**src/rtl/tx_handshake_pkg.sv**
```systemverilog
package tx_handshake_pkg;

  typedef enum logic [2:0] {
    ST_IDLE = 3'd0,
    ST_REQ  = 3'd1,
    ST_SEND = 3'd2,
    ST_HOLD = 3'd3,
    ST_FAIL = 3'd4
  } txh_state_e;

endpackage

```
**src/rtl/txh_sync.sv**
```systemverilog
module txh_sync #(
  parameter int   STAGES  = 2,
  parameter logic RST_VAL = 1'b1
) (
  input  logic clk,
  input  logic rst_n,
  input  logic d_i,
  output logic q_o
);

  logic [STAGES-1:0] chain_q;
  logic [STAGES-1:0] chain_d;

  always_comb begin
    chain_d = {chain_q[STAGES-2:0], d_i};
  end

  always_ff @(posedge clk or negedge rst_n) begin
    if (!rst_n) begin
      chain_q <= {STAGES{RST_VAL}};
    end else begin
      chain_q <= chain_d;
    end
  end

  assign q_o = chain_q[STAGES-1];

  AST_SYNC_SHIFT: assert property (@(posedge clk) disable iff (!rst_n)
    chain_q[1] == $past(chain_q[0])) else $error("sync stage skipped");

endmodule

```
**src/rtl/txh_info_cnt.sv**
```systemverilog
module txh_info_cnt #(
  parameter int HDR_BYTES  = 2,
  parameter int INFO_LIMIT = 32
) (
  input  logic clk,
  input  logic rst_n,
  input  logic clr_i,
  input  logic cnt_en_i,
  input  logic byte_stb_i,
  output logic at_limit_o
);

  localparam int HW = $clog2(HDR_BYTES + 1);
  localparam int CW = $clog2(INFO_LIMIT + 1);
  localparam logic [HW-1:0] HDR_LAST = HW'(HDR_BYTES);
  localparam logic [CW-1:0] INFO_MAX = CW'(INFO_LIMIT);

  logic [HW-1:0] hdr_q, hdr_d;
  logic [CW-1:0] info_q, info_d;
  logic          hdr_done;
  logic          step;

  always_comb begin
    hdr_done = (hdr_q == HDR_LAST);
    step     = cnt_en_i && byte_stb_i;
    hdr_d    = hdr_q;
    info_d   = info_q;
    if (clr_i) begin
      hdr_d  = '0;
      info_d = '0;
    end else if (step) begin
      if (!hdr_done) begin
        hdr_d = hdr_q + HW'(1);
      end else if (info_q != INFO_MAX) begin
        info_d = info_q + CW'(1);
      end
    end
  end

  always_ff @(posedge clk or negedge rst_n) begin
    if (!rst_n) begin
      hdr_q  <= '0;
      info_q <= '0;
    end else begin
      hdr_q  <= hdr_d;
      info_q <= info_d;
    end
  end

  assign at_limit_o = (info_q == INFO_MAX);

  AST_CNT_BOUND: assert property (@(posedge clk) disable iff (!rst_n)
    info_q <= INFO_MAX) else $error("info count overran");
  AST_CNT_IGNORE: assert property (@(posedge clk) disable iff (!rst_n)
    (!cnt_en_i && !clr_i) |=> $stable(info_q)) else $error("count moved while disabled");
  AST_CNT_HDR_FIRST: assert property (@(posedge clk) disable iff (!rst_n)
    (info_q != '0) |-> (hdr_q == HDR_LAST)) else $error("info counted before header");

endmodule

```
**src/rtl/txh_fsm.sv**
```systemverilog
module txh_fsm
  import tx_handshake_pkg::*;
(
  input  logic clk,
  input  logic rst_n,
  input  logic cts_ok_i,
  input  logic frame_pend_i,
  input  logic eof_i,
  input  logic at_limit_i,
  output logic rts_req_o,
  output logic tx_en_o,
  output logic restart_o,
  output logic fail_o,
  output logic cnt_clr_o,
  output logic cnt_en_o
);

  txh_state_e state_q, state_d;
  logic       restart_q, restart_d;

  always_comb begin
    state_d = state_q;
    unique case (state_q)
      ST_IDLE: if (frame_pend_i) state_d = ST_REQ;
      ST_REQ:  if (cts_ok_i)     state_d = ST_SEND;
      ST_SEND: begin
        if (!cts_ok_i) begin
          state_d = at_limit_i ? ST_FAIL : ST_HOLD;
        end else if (eof_i) begin
          state_d = frame_pend_i ? ST_REQ : ST_IDLE;
        end
      end
      ST_HOLD: if (cts_ok_i)     state_d = ST_SEND;
      ST_FAIL:                   state_d = ST_IDLE;
      default:                   state_d = ST_IDLE;
    endcase
    restart_d = (state_q == ST_HOLD) && cts_ok_i;
  end

  always_ff @(posedge clk or negedge rst_n) begin
    if (!rst_n) begin
      state_q   <= ST_IDLE;
      restart_q <= 1'b0;
    end else begin
      state_q   <= state_d;
      restart_q <= restart_d;
    end
  end

  always_comb begin
    rts_req_o = (state_q == ST_REQ) || (state_q == ST_SEND) || (state_q == ST_HOLD);
    tx_en_o   = (state_q == ST_SEND);
    fail_o    = (state_q == ST_FAIL);
    cnt_en_o  = (state_q == ST_SEND);
    cnt_clr_o = (state_q != ST_SEND);
    restart_o = restart_q;
  end

  AST_SEND_GRANTED: assert property (@(posedge clk) disable iff (!rst_n)
    (state_q == ST_SEND) |-> $past(cts_ok_i)) else $error("sending without grant");
  AST_DROP_LEAVES: assert property (@(posedge clk) disable iff (!rst_n)
    (state_q == ST_SEND && !cts_ok_i) |=> (state_q != ST_SEND)) else $error("late stop");
  AST_RESTART_FROM_HOLD: assert property (@(posedge clk) disable iff (!rst_n)
    restart_q |-> $past(state_q == ST_HOLD)) else $error("restart without hold");
  AST_FAIL_ONE_CYCLE: assert property (@(posedge clk) disable iff (!rst_n)
    (state_q == ST_FAIL) |=> (state_q == ST_IDLE)) else $error("fail lingered");
  AST_FAIL_AT_LIMIT: assert property (@(posedge clk) disable iff (!rst_n)
    (state_q == ST_FAIL) |-> $past(at_limit_i)) else $error("fail below limit");

endmodule

```
**src/rtl/tx_handshake_ctrl.sv**
```systemverilog
module tx_handshake_ctrl #(
  parameter int HDR_BYTES   = 2,
  parameter int INFO_LIMIT  = 32,
  parameter int SYNC_STAGES = 2
) (
  input  logic clk,
  input  logic rst_n,
  input  logic frame_pend_i,
  input  logic cts_n_i,
  input  logic byte_sent_i,
  input  logic eof_i,
  input  logic sw_rts_en_i,
  input  logic sw_rts_val_i,
  output logic rts_n_o,
  output logic tx_en_o,
  output logic restart_o,
  output logic fifo_rst_o,
  output logic irq_o
);

  logic [1:0] rst_pipe_q;
  logic       rst_sync_n;
  logic       cts_n_sync;
  logic       cts_ok;
  logic       at_limit;
  logic       rts_req;
  logic       fail;
  logic       cnt_clr;
  logic       cnt_en;

  always_ff @(posedge clk or negedge rst_n) begin
    if (!rst_n) begin
      rst_pipe_q <= 2'b00;
    end else begin
      rst_pipe_q <= {rst_pipe_q[0], 1'b1};
    end
  end
  assign rst_sync_n = rst_pipe_q[1];

  txh_sync #(
    .STAGES  (SYNC_STAGES),
    .RST_VAL (1'b1)
  ) u_cts_sync (
    .clk   (clk),
    .rst_n (rst_sync_n),
    .d_i   (cts_n_i),
    .q_o   (cts_n_sync)
  );
  assign cts_ok = !cts_n_sync;

  txh_info_cnt #(
    .HDR_BYTES  (HDR_BYTES),
    .INFO_LIMIT (INFO_LIMIT)
  ) u_info_cnt (
    .clk        (clk),
    .rst_n      (rst_sync_n),
    .clr_i      (cnt_clr),
    .cnt_en_i   (cnt_en),
    .byte_stb_i (byte_sent_i),
    .at_limit_o (at_limit)
  );

  txh_fsm u_fsm (
    .clk          (clk),
    .rst_n        (rst_sync_n),
    .cts_ok_i     (cts_ok),
    .frame_pend_i (frame_pend_i),
    .eof_i        (eof_i),
    .at_limit_i   (at_limit),
    .rts_req_o    (rts_req),
    .tx_en_o      (tx_en_o),
    .restart_o    (restart_o),
    .fail_o       (fail),
    .cnt_clr_o    (cnt_clr),
    .cnt_en_o     (cnt_en)
  );

  always_comb begin
    rts_n_o    = sw_rts_en_i ? !sw_rts_val_i : !rts_req;
    fifo_rst_o = fail;
    irq_o      = fail;
  end

  AST_PULSE_PAIR: assert property (@(posedge clk) disable iff (!rst_sync_n)
    fifo_rst_o == irq_o) else $error("reset and irq split");
  AST_TXEN_WITH_REQ: assert property (@(posedge clk) disable iff (!rst_sync_n)
    (tx_en_o && !sw_rts_en_i) |-> !rts_n_o) else $error("sending without request");
  AST_OVERRIDE_PIN: assert property (@(posedge clk) disable iff (!rst_sync_n)
    sw_rts_en_i |-> (rts_n_o == !sw_rts_val_i)) else $error("override ignored");

endmodule

```
**config.mk**
```make
export PLATFORM = sky130hd
export DESIGN_NAME = tx_handshake_ctrl
export DESIGN_NICKNAME = d
export VERILOG_FILES = /design/src/rtl/tx_handshake_pkg.sv /design/src/rtl/txh_sync.sv /design/src/rtl/txh_info_cnt.sv /design/src/rtl/txh_fsm.sv /design/src/rtl/tx_handshake_ctrl.sv
export SDC_FILE = /design/constraint.sdc
export NUM_CORES = 1
export LEC_CHECK = 0
export BUFFER_PORTS_ARGS = -buffer_cell sky130_fd_sc_hd__buf_2
export CAP_MARGIN = 0
export CORE_MARGIN = 1
export CORE_UTILIZATION = 57
export CTS_CLUSTER_SIZE = 8
export DETAILED_ROUTE_END_ITERATION = 6
export PLACE_DENSITY = 0.87
export SETUP_SLACK_MARGIN = 0.4
export SYNTH_ARGS = -nofsm -noshare
export SYNTH_HDL_FRONTEND = slang
export SYNTH_SLANG_ARGS = --single-unit
```
**constraint.sdc**
```tcl
create_clock -name clk -period 2 [get_ports clk]
set_input_delay 0.2 -clock clk [delete_from_list [all_inputs] [get_ports clk]]
set_output_delay 0.2 -clock clk [all_outputs]
set_load 0.1 [all_outputs]
```
**Word-level counts from Yosys, hierarchy flattened**

Cells that the tools add are included.

- Register bits after elaboration: 16
- Word-level logic and storage cells: 50

- $add $sub $neg: 2
- Equal/unequal tests: 12
- Multiplexer cells: 15
- Reduce and logical (&&, ||, !) cells: 15

Operators with widths:

| cell | number |
|---|---|
| $mux W6 | 4 |
| $mux W3 | 5 |
| $pmux W3 S3 | 1 |
| $add A6 B1 Y6 const B | 1 |
| $eq A3 B2 Y1 const B | 2 |
| $eq A6 B6 Y1 const B | 1 |
| $mux W2 | 3 |
| $ne A2 B2 Y1 const B | 3 |
| $ne A6 B6 Y1 const B | 1 |
| $reduce_and A3 Y1 | 2 |
| $reduce_bool A2 Y1 | 3 |
| $eq A3 B1 Y1 const B | 1 |
| $eq A3 B3 Y1 const B | 1 |
| $logic_not A1 Y1 | 3 |
| $logic_not A3 Y1 | 1 |
| $ne A3 B2 Y1 const B | 1 |
| $ne A3 B3 Y1 const B | 1 |
| $add A2 B1 Y2 const B | 1 |
| $eq A2 B2 Y1 const B | 1 |
| $logic_and A1 B1 Y1 | 2 |
| $logic_or A1 B1 Y1 | 2 |
| $mux W1 | 2 |
| $reduce_and A2 Y1 | 1 |
| $reduce_or A2 Y1 | 1 |

**Depth between registers and ports, before layout**

- Depth in word-level cells: 5
- Mapped depth: 5
- Gate-level depth less buffers: 5

**Hierarchy**

Synthesis repeated with hierarchy kept, for this count alone.

- Cell total of the unflattened synthesis: 79
- Area, all modules: 784.5 µm²

By module, submodules not included:

| module | instances | cells an instance | area each (µm²) | sequential area each (µm²) |
|---|---|---|---|---|
| txh_info_cnt | 1 | 48 | 456.7 | 200.2 |
| txh_fsm | 1 | 23 | 200.2 | 100.1 |
| tx_handshake_ctrl | 1 | 6 | 75.1 | 50.0 |
| txh_sync | 1 | 2 | 52.6 | 52.6 |

**Worst setup path after synthesis**

OpenSTA, ideal clock, no wires.

- Kind: flip-flop to output port
- Start point: reg u_fsm.state_q[0]
- End point: out rts_n_o
- Data arrival time: 2.034 ns
- Required time: 1.800 ns
- Slack: -0.234 ns
- Cell stages (with the launch flop): 4
- Cells stage by stage: dfrtp_1 -> nor2_1 -> nor3_1 -> a21oi_1

- Longest elaborated chain between the ends: 5
- Elaborated cells on any way between the ends: 7
- Classes of those cells: eq/ne (3); mux (1); reduce/logical (3)

Ends and longest elaborated chain:

| item | RTL line | RTL |
|---|---|---|
| start: declaration | txh_fsm.sv:18 | `txh_state_e state_q, state_d;` |
| start signal: assignment | txh_fsm.sv:45 | `state_q <= state_d;` |
| $eq A3 B1 Y1 or $eq A3 B2 Y1 (tied branches) | txh_fsm.sv:51 | `rts_req_o = (state_q == ST_REQ) \|\| (state_q == ST_SEND) \|\| (state_q == ST_HOLD);` |
| $logic_or A1 B1 Y1 | txh_fsm.sv:51 |  |
| $logic_or A1 B1 Y1 * | txh_fsm.sv:51 |  |
| $logic_not A1 Y1 * | tx_handshake_ctrl.sv:79 | `rts_n_o = sw_rts_en_i ? !sw_rts_val_i : !rts_req;` |
| $mux W1 * | tx_handshake_ctrl.sv:79 |  |
| end: declaration | tx_handshake_ctrl.sv:14 | `output logic rts_n_o,` |

Mark *: on every way between the ends. The rest lies on a longest branch, timed or not.

**Worst setup path after layout**

- Start point: reg u_fsm.state_q[1]
- End point: out tx_en_o

- Longest elaborated chain between the ends: 1

Ends and longest elaborated chain:

| item | RTL line | RTL |
|---|---|---|
| $eq A3 B2 Y1 | txh_fsm.sv:52 | `tx_en_o = (state_q == ST_SEND);` |
| end: declaration | tx_handshake_ctrl.sv:15 | `output logic tx_en_o,` |

No other way between the ends.

==> impl_metrics.json <==
{
  "outcome": "finished, final reports clean",
  "crit_chain": "or3b_4, clkinv_8, buf_12",
  "htreeDepth": 1,
  "hpwlAfterDp_um": 991,
  "cp-startpoint": "u_fsm.state_q[1]$_DFFE_PN0P_",
  "intPower_mw": 0.485,
  "start_kind": "flop",
  "r2r_start": "u_info_cnt.hdr_q[0]$_DFFE_PN0P_",
  "grt_pass1_vias": 507,
  "detail_route.wl_per_cell_um": 13.6,
  "drt-initial-drc-count": 4,
  "final-hold-violation-count": 0,
  "power.share.clock": 0.252,
  "drive_gt1_frac": 0.287,
  "start_util": 0.611,
  "syn_area_um2": 795,
  "coreArea_um2": 1300,
  "fmax_mhz": 623,
  "cts_tree": "yes",
  "power.density_nw_per_um2": 749,
  "hold_slack_ps": 198,
  "placed_cell_area_um2": 875,
  "cts_made_buffers": 3,
  "synthCells": 75,
  "ios": 13,
  "clock_skew_ps": 10.2,
  "synth_warnings": 0,
  "period_share": 0.803,
  "synth-seq-cells": 16,
  "setup_ws_ps": 394,
  "tightest_slew_ps": 574,
  "crit_path_max_incr_delay_ps": 450,
  "critPathCaptureType": "output pin",
  "fillers": 99,
  "drc": 0,
  "grt_max_degree": 15,
  "antenna_found_initial": 0,
  "yosysSeqAreaShare": 0.507,
  "synth_cell_types": 32,
  "max-cap-violations": 0,
  "avgSynthCellArea_um2": 10.6,
  "dieArea_um2": 1550,
  "p_sw_frac": 0.321,
  "grt_remaining_overflow": 0,
  "worst_ep_required_time_ps": 1800,
  "cts_buffer_depth": 2,
  "port_buffers": 12,
  "p_switching_mw": 0.229,
  "ant_nets": 0,
  "p_leak_nw": 0.431,
  "slowest_stage": "or3b_4",
  "syn_to_final_growth_pct": 20.0,
  "hp-class": "in -> async",
  "die_y_um": 39.3,
  "totalWireLength_um": 1490,
  "n_antenna_cell": 0,
  "root_buffer": "clkbuf_4",
  "multi_input_area_um2": 338,
  "p_comb_frac": 0.243,
  "gp_congestion": 0.727,
  "final_nets": 106,
  "arrival_ps": 1410,
  "crit_fanout": 7,
  "slew_headroom": 0.617,
  "grt_pass1_wl_um": 2200,
  "fin_crit_ps": 1610,
  "grt_use_total": 0.232,
  "final_max_slew_viol_count": 0,
  "clk_latency_ps": 300,
  "first_pass_iters": 4,
  "place_worst_setup_slack_ps": 497,
  "fin_area_um2": 953,
  "total_power_mw": 0.714,
  "seq_area_um2": 403,
  "synth.net_count": 86,
  "power_frac_seq": 0.505,
  "die_w_um": 39.3,
  "placementRows": 13,
  "cts_sinks": 16,
  "num_vias": 601,
  "rsz0062_at_grt": "true",
  "fin_setup_tns_ps": 0,
  "peakVddDrop_uv": 536,
  "clk_pin_slew_ps": 90,
  "criticalPathCategory": "reg -> out",
  "routed_via_density": 5.51,
  "setup-violations-final": 0
}
-- through the flow --
step / cells / utilization
2_1_floorplan: 75 / -
3_3_place_gp: 100 / 0.672
3_5_place_dp: 100 / 0.672
4_1_cts: 107 / 0.717
5_1_grt: 109 / 0.733
6_report: 109 / 0.733
-- metal layers --
layer,global-route usage,routed length [um],vias up,part of all wire
met5,0,0,-,0
li1,-,-,297,-
met4,0.147,39,0,0.026
met3,0.0909,80,7,0.054
met1,0.284,645,279,0.43
met2,0.338,720,18,0.48
-- cells in the mapped netlist --
master | n | area share
dfrtp_1 | 14 | 0.44
inv_1 | 7 | 0.033
a21oi_1 | 6 | 0.038
nand2_1 | 6 | 0.028
o21ai_0 | 4 | 0.025
ha_1 | 3 | 0.047
mux2i_1 | 3 | 0.038
nor2_1 | 3 | 0.014
or3_1 | 3 | 0.024
dfstp_2 | 2 | 0.066
nand2b_1 | 2 | 0.016
nand3_1 | 2 | 0.013
a211o_2 | 1 | 0.013
a31oi_1 | 1 | 0.0079
and2_1 | 1 | 0.0079
and3_1 | 1 | 0.0079
and4bb_2 | 1 | 0.016
buf_4 | 1 | 0.0095
buf_6 | 1 | 0.014
clkinv_8 | 1 | 0.020
conb_1 | 1 | 0.0047
nand3b_1 | 1 | 0.0095
nand4_1 | 1 | 0.0079
nand4bb_1 | 1 | 0.014
nor2b_1 | 1 | 0.0079
nor3_1 | 1 | 0.0063
nor4_2 | 1 | 0.016
o211a_1 | 1 | 0.013
o211ai_1 | 1 | 0.0095
o311ai_1 | 1 | 0.011
or3b_1 | 1 | 0.011
xnor2_1 | 1 | 0.011
-- power by group through the flow --
stage	clock [mW]	sequential [mW]	combinational, mW
final	0.180	0.360	0.174
after global routing	0.198	0.363	0.185
after CTS	0.183	0.360	0.164
after detailed placement	0	0.367	0.150
after global placement	0	0.365	0.147
after floorplan	0	0.380	0.102
-- cell type report --
class,instances,share of cell area
clock buffers,4,0.0276
repair buffers,17,0.131
flip-flops and latches,16,0.423
well taps,15,0.0197
inverters,8,0.0446
multi-input cells,49,0.354
-- state kept, by name, summed over array words and instances (netlist names) --
signal,cells
u_cts_sync.chain_q,2
u_fsm.state_q,3
u_fsm.restart_o,1
u_info_cnt.hdr_q,2
rst_pipe_q,2
u_info_cnt.info_q,6
-- critical path, delay by kind of cell, from the launching register on --
kind          cells  cell delay, ps
simple gates      1             450
flops             1             430
buf+inv           2             230
-- worst paths after layout --
| check | endpoint | cells past startpoint | slack [ps] |
|---|---|---|---|
| worst max-delay path | tx_en_o | 3 | 390 |
| worst min-delay path | rst_pipe_q[0]$_DFF_PN0_ | 2 | 200 |
| worst max register to register | u_info_cnt.info_q[5]$_DFFE_PN0P_ | 5 | 510 |
| worst min register to register | u_fsm.state_q[2]$_DFFE_PN0P_ | 0 | 230 |
| max in group asynchronous | u_cts_sync.chain_q[0]$_DFF_PN1_ | 0 | 1390 |
| min in group clk | u_fsm.state_q[1]$_DFFE_PN0P_ | 4 | 260 |
-- layout by cell type, fill, tap and decap left out, types with 2 or more instances in the layout --
cell type / count
dfrtp_1: 14
buf_2: 8
inv_1: 7
nand2_1: 6
a21oi_1: 5
clkbuf_4: 5
o21ai_0: 4
buf_4: 4
nor2_1: 3
mux2i_1: 3
or3_1: 3
ha_1: 3
nand2b_1: 2
nand3_1: 2
dlygate4sd3_1: 2
dfstp_2: 2
-- kinds of logic after synthesis --
logic type | count (synthesis) | share of synthesized area
other | 1 | 0.00472
AOI/OAI and AO/OA | 15 | 0.117
DFF | 16 | 0.507
adders and majority gates | 3 | 0.0472
muxes | 3 | 0.0378
xor gates and xnor gates | 1 | 0.0110
buffers and inverters | 10 | 0.0772
and+or+nand+nor | 26 | 0.198
-- repair_timing --
item,in CTS,in global routing
hold endpoints to repair,3,0
setup buffers,1,2
setup endpoints to repair,4,3
hold buffers,2,0
resized for setup,2,2
pin swaps,1,0
gates cloned,0,0
No activity file was read; power rests on OpenSTA's default activity.
